==> config.mk <==
export PLATFORM = sky130hd
export DESIGN_NAME = rx_sg_writer
export DESIGN_NICKNAME = d
export VERILOG_FILES = /design/src/rtl/rx_sg_pkg.sv /design/src/rtl/rx_ctrl_flags.sv /design/src/rtl/rx_app_capture.sv /design/src/rtl/rx_desc_walker.sv /design/src/rtl/rx_sg_writer.sv
export SDC_FILE = /design/constraint.sdc
export NUM_CORES = 1
export LEC_CHECK = 0
export BUFFER_PORTS_ARGS = -buffer_cell sky130_fd_sc_hd__buf_4
export CORE_ASPECT_RATIO = 0.75
export CORE_MARGIN = 2
export CORE_UTILIZATION = 30
export CTS_CLUSTER_SIZE = 20
export DETAILED_ROUTE_END_ITERATION = 8
export MAX_ROUTING_LAYER = met4
export PLACE_DENSITY = 0.47
export SLEW_MARGIN = 10
export SYNTH_ARGS = -nofsm -noshare
export SYNTH_HDL_FRONTEND = slang
export SYNTH_HIERARCHICAL = 1
export SYNTH_SLANG_ARGS = --single-unit
==> constraint.sdc <==
create_clock -name clk -period 3.1 [get_ports clk]
set_clock_uncertainty 0.2 [all_clocks]
set_input_delay 0 -clock clk [delete_from_list [all_inputs] [get_ports clk]]
set_output_delay 0 -clock clk [all_outputs]
set_load 0.05 [all_outputs]
==> src/rtl/rx_sg_pkg.sv <==
package rx_sg_pkg;

    localparam int WORD_W    = 32;
    localparam int APP_WORDS = 5;

    // descriptor word offsets
    localparam int OFF_NEXT  = 0;
    localparam int OFF_BUF   = 1;
    localparam int OFF_CTRL  = 2;
    localparam int OFF_STAT  = 3;
    localparam int OFF_APP   = 4;

    // control / status field positions
    localparam int DLEN_BITS = 23;
    localparam int BIT_CMP   = 31;
    localparam int BIT_SOF   = 27;
    localparam int BIT_EOF   = 26;

    typedef logic [WORD_W-1:0] word_t;

    typedef enum logic [3:0] {
        W_WAIT,
        W_RD_NEXT,
        W_RD_BUF,
        W_RD_CTRL,
        W_RD_STAT,
        W_MOVE,
        W_WR_APP,
        W_WR_STAT,
        W_DONE
    } walk_st_e;

    typedef struct packed {
        word_t                 nxt;
        word_t                 buf_a;
        word_t                 stat;
        logic [DLEN_BITS-1:0]  dlen;
    } desc_t;

    function automatic word_t stat_merge(word_t old, logic first, logic last);
        word_t r;
        r = old;
        r[BIT_CMP] = 1'b1;
        if (first) r[BIT_SOF] = 1'b1;
        if (last)  r[BIT_EOF] = 1'b1;
        return r;
    endfunction

    function automatic word_t min_word(word_t a, word_t b);
        return (a < b) ? a : b;
    endfunction

endpackage

==> src/rtl/rx_ctrl_flags.sv <==
module rx_ctrl_flags #(
    parameter int AW = 16
) (
    input  logic          clk,
    input  logic          rst,
    input  logic          run_en,
    input  logic          tail_wr,
    input  logic [AW-1:0] tail_in,
    input  logic          set_idle,
    input  logic          set_halt,
    output logic          halted,
    output logic          idle,
    output logic [AW-1:0] tail_q
);

    logic run_q;

    always_ff @(posedge clk) begin
        if (rst) begin
            run_q  <= 1'b0;
            halted <= 1'b1;
            idle   <= 1'b0;
            tail_q <= '0;
        end else begin
            run_q <= run_en;
            if (set_halt)
                halted <= 1'b1;
            else if (run_en && !run_q)
                halted <= 1'b0;
            if (tail_wr) begin
                idle   <= 1'b0;
                tail_q <= tail_in;
            end else if (set_idle) begin
                idle <= 1'b1;
            end
        end
    end

endmodule

==> src/rtl/rx_app_capture.sv <==
module rx_app_capture
    import rx_sg_pkg::*;
(
    input  logic                              clk,
    input  logic                              rst,
    input  logic                              app_valid,
    input  word_t                             app_data,
    input  logic                              app_last,
    output logic [APP_WORDS-1:0][WORD_W-1:0]  app_words,
    output logic                              app_err
);

    localparam int CNT_W = $clog2(APP_WORDS + 2);
    localparam logic [CNT_W-1:0] CNT_FULL = CNT_W'(APP_WORDS);
    localparam logic [CNT_W-1:0] CNT_OVER = CNT_W'(APP_WORDS + 1);
    localparam logic [CNT_W-1:0] CNT_LAST = CNT_W'(APP_WORDS - 1);

    logic [CNT_W-1:0]                 cnt;
    logic [APP_WORDS-1:0][WORD_W-1:0] stage;

    always_ff @(posedge clk) begin
        if (rst) begin
            cnt       <= '0;
            stage     <= '0;
            app_words <= '0;
            app_err   <= 1'b0;
        end else begin
            app_err <= 1'b0;
            if (app_valid) begin
                if (cnt < CNT_FULL)
                    stage[cnt] <= app_data;
                if (app_last) begin
                    cnt <= '0;
                    if (cnt == CNT_LAST) begin
                        for (int i = 0; i < APP_WORDS - 1; i++)
                            app_words[i] <= stage[i];
                        app_words[APP_WORDS-1] <= app_data;
                    end else begin
                        app_err <= 1'b1;
                    end
                end else if (cnt != CNT_OVER) begin
                    cnt <= cnt + 1'b1;
                end
            end
        end
    end

endmodule

==> src/rtl/rx_desc_walker.sv <==
module rx_desc_walker
    import rx_sg_pkg::*;
#(
    parameter int AW    = 16,
    parameter int LEN_W = 23
) (
    input  logic                              clk,
    input  logic                              rst,
    input  logic                              run_en,
    input  logic                              idle,
    input  logic [AW-1:0]                     tail_q,
    input  logic                              cur_wr,
    input  logic [AW-1:0]                     cur_ptr_in,
    input  logic                              pkt_valid,
    input  logic [LEN_W-1:0]                  pkt_len,
    output logic                              pkt_ready,
    output logic                              mem_req,
    output logic                              mem_we,
    output logic [AW-1:0]                     mem_addr,
    output word_t                             mem_wdata,
    input  word_t                             mem_rdata,
    input  logic                              mem_ack,
    output logic                              mv_valid,
    output word_t                             mv_addr,
    output logic [LEN_W-1:0]                  mv_len,
    input  logic                              mv_ready,
    input  logic [APP_WORDS-1:0][WORD_W-1:0]  app_words,
    output logic                              set_idle,
    output logic                              set_halt,
    output logic [AW-1:0]                     cur_ptr,
    output logic                              done_valid,
    output logic [LEN_W-1:0]                  done_bytes,
    output logic                              done_eof
);

    localparam int IDX_W = $clog2(APP_WORDS);
    localparam logic [IDX_W-1:0] IDX_LAST = IDX_W'(APP_WORDS - 1);

    walk_st_e         st;
    desc_t            d;
    logic [AW-1:0]    cur;
    logic [LEN_W-1:0] rem, acc, chunk;
    logic             first, last, eof_seen;
    logic [IDX_W-1:0] idx;
    word_t            fit;

    assign fit = min_word(WORD_W'(d.dlen), WORD_W'(rem));

    always_comb begin
        pkt_ready  = (st == W_WAIT) && run_en && !idle;
        mem_req    = 1'b0;
        mem_we     = 1'b0;
        mem_addr   = cur;
        mem_wdata  = '0;
        case (st)
            W_RD_NEXT: begin mem_req = 1'b1; mem_addr = cur + AW'(OFF_NEXT); end
            W_RD_BUF:  begin mem_req = 1'b1; mem_addr = cur + AW'(OFF_BUF);  end
            W_RD_CTRL: begin mem_req = 1'b1; mem_addr = cur + AW'(OFF_CTRL); end
            W_RD_STAT: begin mem_req = 1'b1; mem_addr = cur + AW'(OFF_STAT); end
            W_WR_APP: begin
                mem_req   = 1'b1;
                mem_we    = 1'b1;
                mem_addr  = cur + AW'(OFF_APP) + AW'(idx);
                mem_wdata = app_words[idx];
            end
            W_WR_STAT: begin
                mem_req   = 1'b1;
                mem_we    = 1'b1;
                mem_addr  = cur + AW'(OFF_STAT);
                mem_wdata = stat_merge(d.stat, first, last);
            end
            default: ;
        endcase
        mv_valid   = (st == W_MOVE);
        mv_addr    = d.buf_a;
        mv_len     = chunk;
        set_halt   = (st == W_RD_STAT) && mem_ack && mem_rdata[BIT_CMP];
        set_idle   = (st == W_WR_STAT) && mem_ack && (cur == tail_q);
        done_valid = (st == W_DONE);
        done_bytes = acc;
        done_eof   = eof_seen;
        cur_ptr    = cur;
    end

    always_ff @(posedge clk) begin
        if (rst) begin
            st       <= W_WAIT;
            d        <= '0;
            cur      <= '0;
            rem      <= '0;
            acc      <= '0;
            chunk    <= '0;
            first    <= 1'b0;
            last     <= 1'b0;
            eof_seen <= 1'b0;
            idx      <= '0;
        end else begin
            case (st)
                W_WAIT: begin
                    if (cur_wr)
                        cur <= cur_ptr_in;
                    if (pkt_valid && pkt_ready) begin
                        rem      <= pkt_len;
                        acc      <= '0;
                        first    <= 1'b1;
                        last     <= 1'b0;
                        eof_seen <= 1'b0;
                        st       <= (pkt_len == '0) ? W_DONE : W_RD_NEXT;
                    end
                end
                W_RD_NEXT: if (mem_ack) begin
                    d.nxt <= mem_rdata;
                    st    <= W_RD_BUF;
                end
                W_RD_BUF: if (mem_ack) begin
                    d.buf_a <= mem_rdata;
                    st      <= W_RD_CTRL;
                end
                W_RD_CTRL: if (mem_ack) begin
                    d.dlen <= mem_rdata[DLEN_BITS-1:0];
                    st     <= W_RD_STAT;
                end
                W_RD_STAT: if (mem_ack) begin
                    if (mem_rdata[BIT_CMP]) begin
                        st <= W_DONE;
                    end else begin
                        d.stat <= mem_rdata;
                        chunk  <= fit[LEN_W-1:0];
                        st     <= W_MOVE;
                    end
                end
                W_MOVE: if (mv_ready) begin
                    rem  <= rem - chunk;
                    acc  <= acc + chunk;
                    last <= (chunk == rem);
                    idx  <= '0;
                    st   <= (chunk == rem) ? W_WR_APP : W_WR_STAT;
                end
                W_WR_APP: if (mem_ack) begin
                    if (idx == IDX_LAST)
                        st <= W_WR_STAT;
                    else
                        idx <= idx + 1'b1;
                end
                W_WR_STAT: if (mem_ack) begin
                    first <= 1'b0;
                    if (last)
                        eof_seen <= 1'b1;
                    cur <= d.nxt[AW-1:0];
                    st  <= (last || cur == tail_q) ? W_DONE : W_RD_NEXT;
                end
                W_DONE: st <= W_WAIT;
                default: st <= W_WAIT;
            endcase
        end
    end

endmodule

==> src/rtl/rx_sg_writer.sv <==
module rx_sg_writer
    import rx_sg_pkg::*;
#(
    parameter int AW    = 16,
    parameter int LEN_W = 23
) (
    input  logic             clk,
    input  logic             rst,
    input  logic             run_en,
    input  logic [AW-1:0]    tail_ptr,
    input  logic             tail_wr,
    input  logic [AW-1:0]    cur_ptr_in,
    input  logic             cur_wr,
    output logic             halted,
    output logic             idle,
    output logic [AW-1:0]    cur_ptr,
    input  logic             pkt_valid,
    input  logic [LEN_W-1:0] pkt_len,
    output logic             pkt_ready,
    output logic             done_valid,
    output logic [LEN_W-1:0] done_bytes,
    output logic             done_eof,
    output logic             mv_valid,
    output logic [31:0]      mv_addr,
    output logic [LEN_W-1:0] mv_len,
    input  logic             mv_ready,
    output logic             mem_req,
    output logic             mem_we,
    output logic [AW-1:0]    mem_addr,
    output logic [31:0]      mem_wdata,
    input  logic [31:0]      mem_rdata,
    input  logic             mem_ack,
    input  logic             app_valid,
    input  logic [31:0]      app_data,
    input  logic             app_last,
    output logic             app_err
);

    logic [APP_WORDS-1:0][WORD_W-1:0] app_words;
    logic                             set_idle, set_halt;
    logic [AW-1:0]                    tail_q;

    rx_ctrl_flags #(.AW(AW)) flags_i (
        .clk      (clk),
        .rst      (rst),
        .run_en   (run_en),
        .tail_wr  (tail_wr),
        .tail_in  (tail_ptr),
        .set_idle (set_idle),
        .set_halt (set_halt),
        .halted   (halted),
        .idle     (idle),
        .tail_q   (tail_q)
    );

    rx_app_capture app_i (
        .clk       (clk),
        .rst       (rst),
        .app_valid (app_valid),
        .app_data  (app_data),
        .app_last  (app_last),
        .app_words (app_words),
        .app_err   (app_err)
    );

    rx_desc_walker #(.AW(AW), .LEN_W(LEN_W)) walk_i (
        .clk        (clk),
        .rst        (rst),
        .run_en     (run_en),
        .idle       (idle),
        .tail_q     (tail_q),
        .cur_wr     (cur_wr),
        .cur_ptr_in (cur_ptr_in),
        .pkt_valid  (pkt_valid),
        .pkt_len    (pkt_len),
        .pkt_ready  (pkt_ready),
        .mem_req    (mem_req),
        .mem_we     (mem_we),
        .mem_addr   (mem_addr),
        .mem_wdata  (mem_wdata),
        .mem_rdata  (mem_rdata),
        .mem_ack    (mem_ack),
        .mv_valid   (mv_valid),
        .mv_addr    (mv_addr),
        .mv_len     (mv_len),
        .mv_ready   (mv_ready),
        .app_words  (app_words),
        .set_idle   (set_idle),
        .set_halt   (set_halt),
        .cur_ptr    (cur_ptr),
        .done_valid (done_valid),
        .done_bytes (done_bytes),
        .done_eof   (done_eof)
    );

endmodule

==> summary.txt <==
Route
  • Iter 0 DRT Violations: 1719
  • Vias per cell: 5.04
  • Routed via count: 23300
  • Routed len/inst: 19.9 um
  • Drt first pass iters: 6
  • Final Routed Wirelength: 91900 um
  • Number of remaining DRC errors: 0
  • Antenna viol nets, final: 0

Logic synthesis
  • Top-area cell type share of the netlist area: 0.418
  • Top-count cell post-synth: nand2_1
  • Yosys warnings: 6
  • Most common library cells after synthesis: nand2_1 (896), dfxtp_1 (508), a21oi_1 (469), nor2_1 (141), clkbuf_1 (135)
  • Sequential fraction of the synthesis area: 0.418
  • Synthesized instance count: 3061
  • Seq cells post-synth: 508
  • Syn Nets: 3273
  • Synth Area per Inst: 7.94 um2
  • Post-synth EDFFs: 0
  • Count of cell types in the netlist: 93
  • Yosys top cell by area: dfxtp_1
  • Main synth FF type: dfxtp_1
  • Post-synth ARST share: 0
  • Post-Syn Area: 24300 um2
  • Synth top area cells: dfxtp_1 (42%), nand2_1 (14%), a21oi_1 (9.7%)

Clock tree
  • Clock Tree Root: clkbuf_16
  • Num CTS Buffers: 54
  • CTS tree: built
  • Clock Sinks: 508
  • Max Root-Sink Buffers: 3
  • Clock transition at path regs: 0.07 ns
  • H-tree levels: 2
  • Clock latency at the later pin of the worst-skew pair: 0.64 ns

Worst hold path
  • Hold Path Depth: 4
  • Hold crit path type: input port to flop

Final layout
  • Post-route cell area: 32600 um2
  • # nets final: 3735
  • Area growth from synthesis to layout: 34.2%
  • Fraction of layout cells with a size suffix above 1: 0.177

Setup path
  • Crit Path Category: flop to output pin
  • Arr. time, crit path: 2.99 ns
  • Crit-path max cell delay: 0.43 ns
  • Type of origin of the critical path: flop
  • Worst endpoint required time: 2.90 ns
  • Worst Reg-to-Reg Cells: 10
  • CP Max Fanout: 4
  • Cell Chain, Critical Path: nand2b_4, nor3_4, inv_2, fa_2, or3_4, and2_4, o311ai_2, a21oi_1, a21o_1, buf_6
  • Worst Setup End Kind: output pin
  • Worst path slowest cell: or3_4

Placement
  • Port Buffers: 279
  • RePlAce Congestion: 0.894
  • DP HPWL: 60600 um
  • Dpl cell area: 27500 um2

STA
  • Slew Viols, Final: 0
  • Worst-Margin Slew: 0.779 ns
  • Crit share post-route: 1.03
  • FMAX: 313 MHz
  • Final worst setup slack: -0.0916 ns
  • RSZ-0062 raised after global routing: true
  • Final min period: 3.19 ns
  • Final hold vios: 0
  • Slew Limit Headroom: 0.480
  • # setup viols final: 3

Run status
  • Failing checks: setup timing
  • Status: finished with violations

Pwr
  • P_leak: 12.4 nW
  • VDD IR max: 501 uV
  • PwrDens: 676 nW/um2
  • Tot Pwr: 22.1 mW

Global routing
  • Largest net degree at the start of global routing: 143
  • Initial antenna violation count: 1
  • First-pass GRT wire length: 138000 um
  • Total GRT Usage: 0.220
  • Vias in the first global route: 22000
  • Overflow after GRT: 0

Run
  • Max-Cap Viols: 0

Floorplanning
  • Core ar.: 80400 um2
  • Die width: 333 um
  • Cell Rows: 90
  • IO Pins: 280
  • Die ar.: 83400 um2
  • Initial Util: 0.302
  • Die H: 251 um
==> flip-flops by register name, summed over array words and instances (netlist names), 3 cells and up <==
register	flops
flags_i/tail_q	16
walk_i/done_bytes	23
app_i/cnt	3
walk_i/cur_ptr	16
walk_i/d	70
walk_i/rem	23
walk_i/mv_addr	32
walk_i/idx	3
walk_i/mv_len	23
app_i/app_words	160
app_i/stage	128
walk_i/st	4
==> layer usage <==
layer / GRT usage / routed length (um) / share of wire / up-vias
met5: - / 0 / 0 / -
met4: 0.0436 / 1440 / 0.016 / 0
li1: - / - / - / 11400
met3: 0.0341 / 4790 / 0.052 / 98
met1: 0.328 / 47600 / 0.52 / 11200
met2: 0.309 / 38100 / 0.41 / 599
==> area by class of cell <==
type | instances | area (um2)
multi-input combinational | 2219 | 12900
inverter | 83 | 313
antenna | 1 | 2.50
timing repair buffer | 657 | 5820
sequential | 508 | 10200
clock buffer | 70 | 1550
fill | 8318 | 47800
clock inverter | 31 | 490
tap | 1058 | 1320
==> cells by family (layout without fill, tap and decap cells) <==
group                    Yosys count  count (layout)  share of synthesized area
AND/OR/NAND/NOR                 1202            1202                      0.205
AO/OA/AOI/OAI                    800             800                      0.200
multiplexers                      78              78                     0.0486
flip-flops                       508             508                      0.418
XOR/XNOR                          56              56                     0.0202
adder cells (fa/ha/maj)           83              83                     0.0439
other                              0               1                          0
buffers and inverters            334             841                     0.0643
==> metrics by stage <==
| step | utilization | TNS [ns] | hold slack [ns] | setup slack [ns] | std cells |
|---|---|---|---|---|---|
| floorplan | - | 0 | -0.0718 | 0.0189 | 3061 |
| global placement | 0.342 | 0 | 0.0365 | 0.115 | 4247 |
| detailed placement | 0.342 | 0 | 0.0447 | 0.110 | 4247 |
| CTS | 0.403 | -0.401 | 0.000223 | -0.115 | 4615 |
| global route | 0.406 | -0.819 | 0.00204 | -0.167 | 4627 |
| finish | 0.406 | -0.126 | 0.0336 | -0.0916 | 4627 |
==> where the power goes <==
part	internal (mW)	switching [mW]
clock	4.47	3.02
combinational	2.90	4.46
sequential	6.87	0.341
==> worst max-delay path: cells and delay by family, from the launching register on <==
kind | cells | cell delay, ns
AO/OA/AOI/OAI | 3 | 0.49
adder cells (fa/ha/maj) | 1 | 0.35
buffers and inverters | 2 | 0.21
flip-flops | 1 | 0.32
AND/OR/NAND/NOR | 4 | 0.98
==> final timing paths <==
path                                       start                   end  slack (ns)
worst max-delay path                walk_i/st[3]          mem_addr[10]       -0.09
worst min-delay path                app_data[17]       app_i/stage[49]        0.03
worst max register to register      walk_i/st[2]     walk_i/cur_ptr[0]        0.15
worst min register to register  app_i/stage[109]  app_i/app_words[109]        0.25
==> repair_timing <==
item | CTS | global route
pin swaps | 17 | 19
hold buffers | 260 | 0
endpoints found under the hold margin | 508 | 0
resized for setup | 49 | 38
endpoints found under the setup margin | 20 | 39
buffers inserted | 7 | 11
==> cell usage in the layout (no fill, tap or decap), types with 7 or more instances in the layout <==
cell           instances
a211oi_1              45
nor2_1               133
nand2_1              894
a21o_1                23
buf_12                15
o21ai_1                7
o2bb2ai_1             29
a21oi_2                8
buf_6                 11
ha_1                  75
nand2_2                7
a21oi_1              462
a221oi_1               9
mux2i_1               46
o21ai_0               58
nand3_1               20
xnor2_1               21
dfxtp_2                9
bufinv_16             11
mux4_2                32
and3_1                14
a311oi_1              24
clkbuf_16             55
clkinv_2              16
a31oi_1               11
inv_1                 76
nand4_1               19
o21a_1                10
a22oi_1               37
dfxtp_1              498
buf_4                370
nand2b_1              12
dlygate4sd3_1        260
nor4_1                13
clkbuf_8              12
nor3_1                19
xor2_1                29
Note: power is estimated with default switching activity, not from simulation.
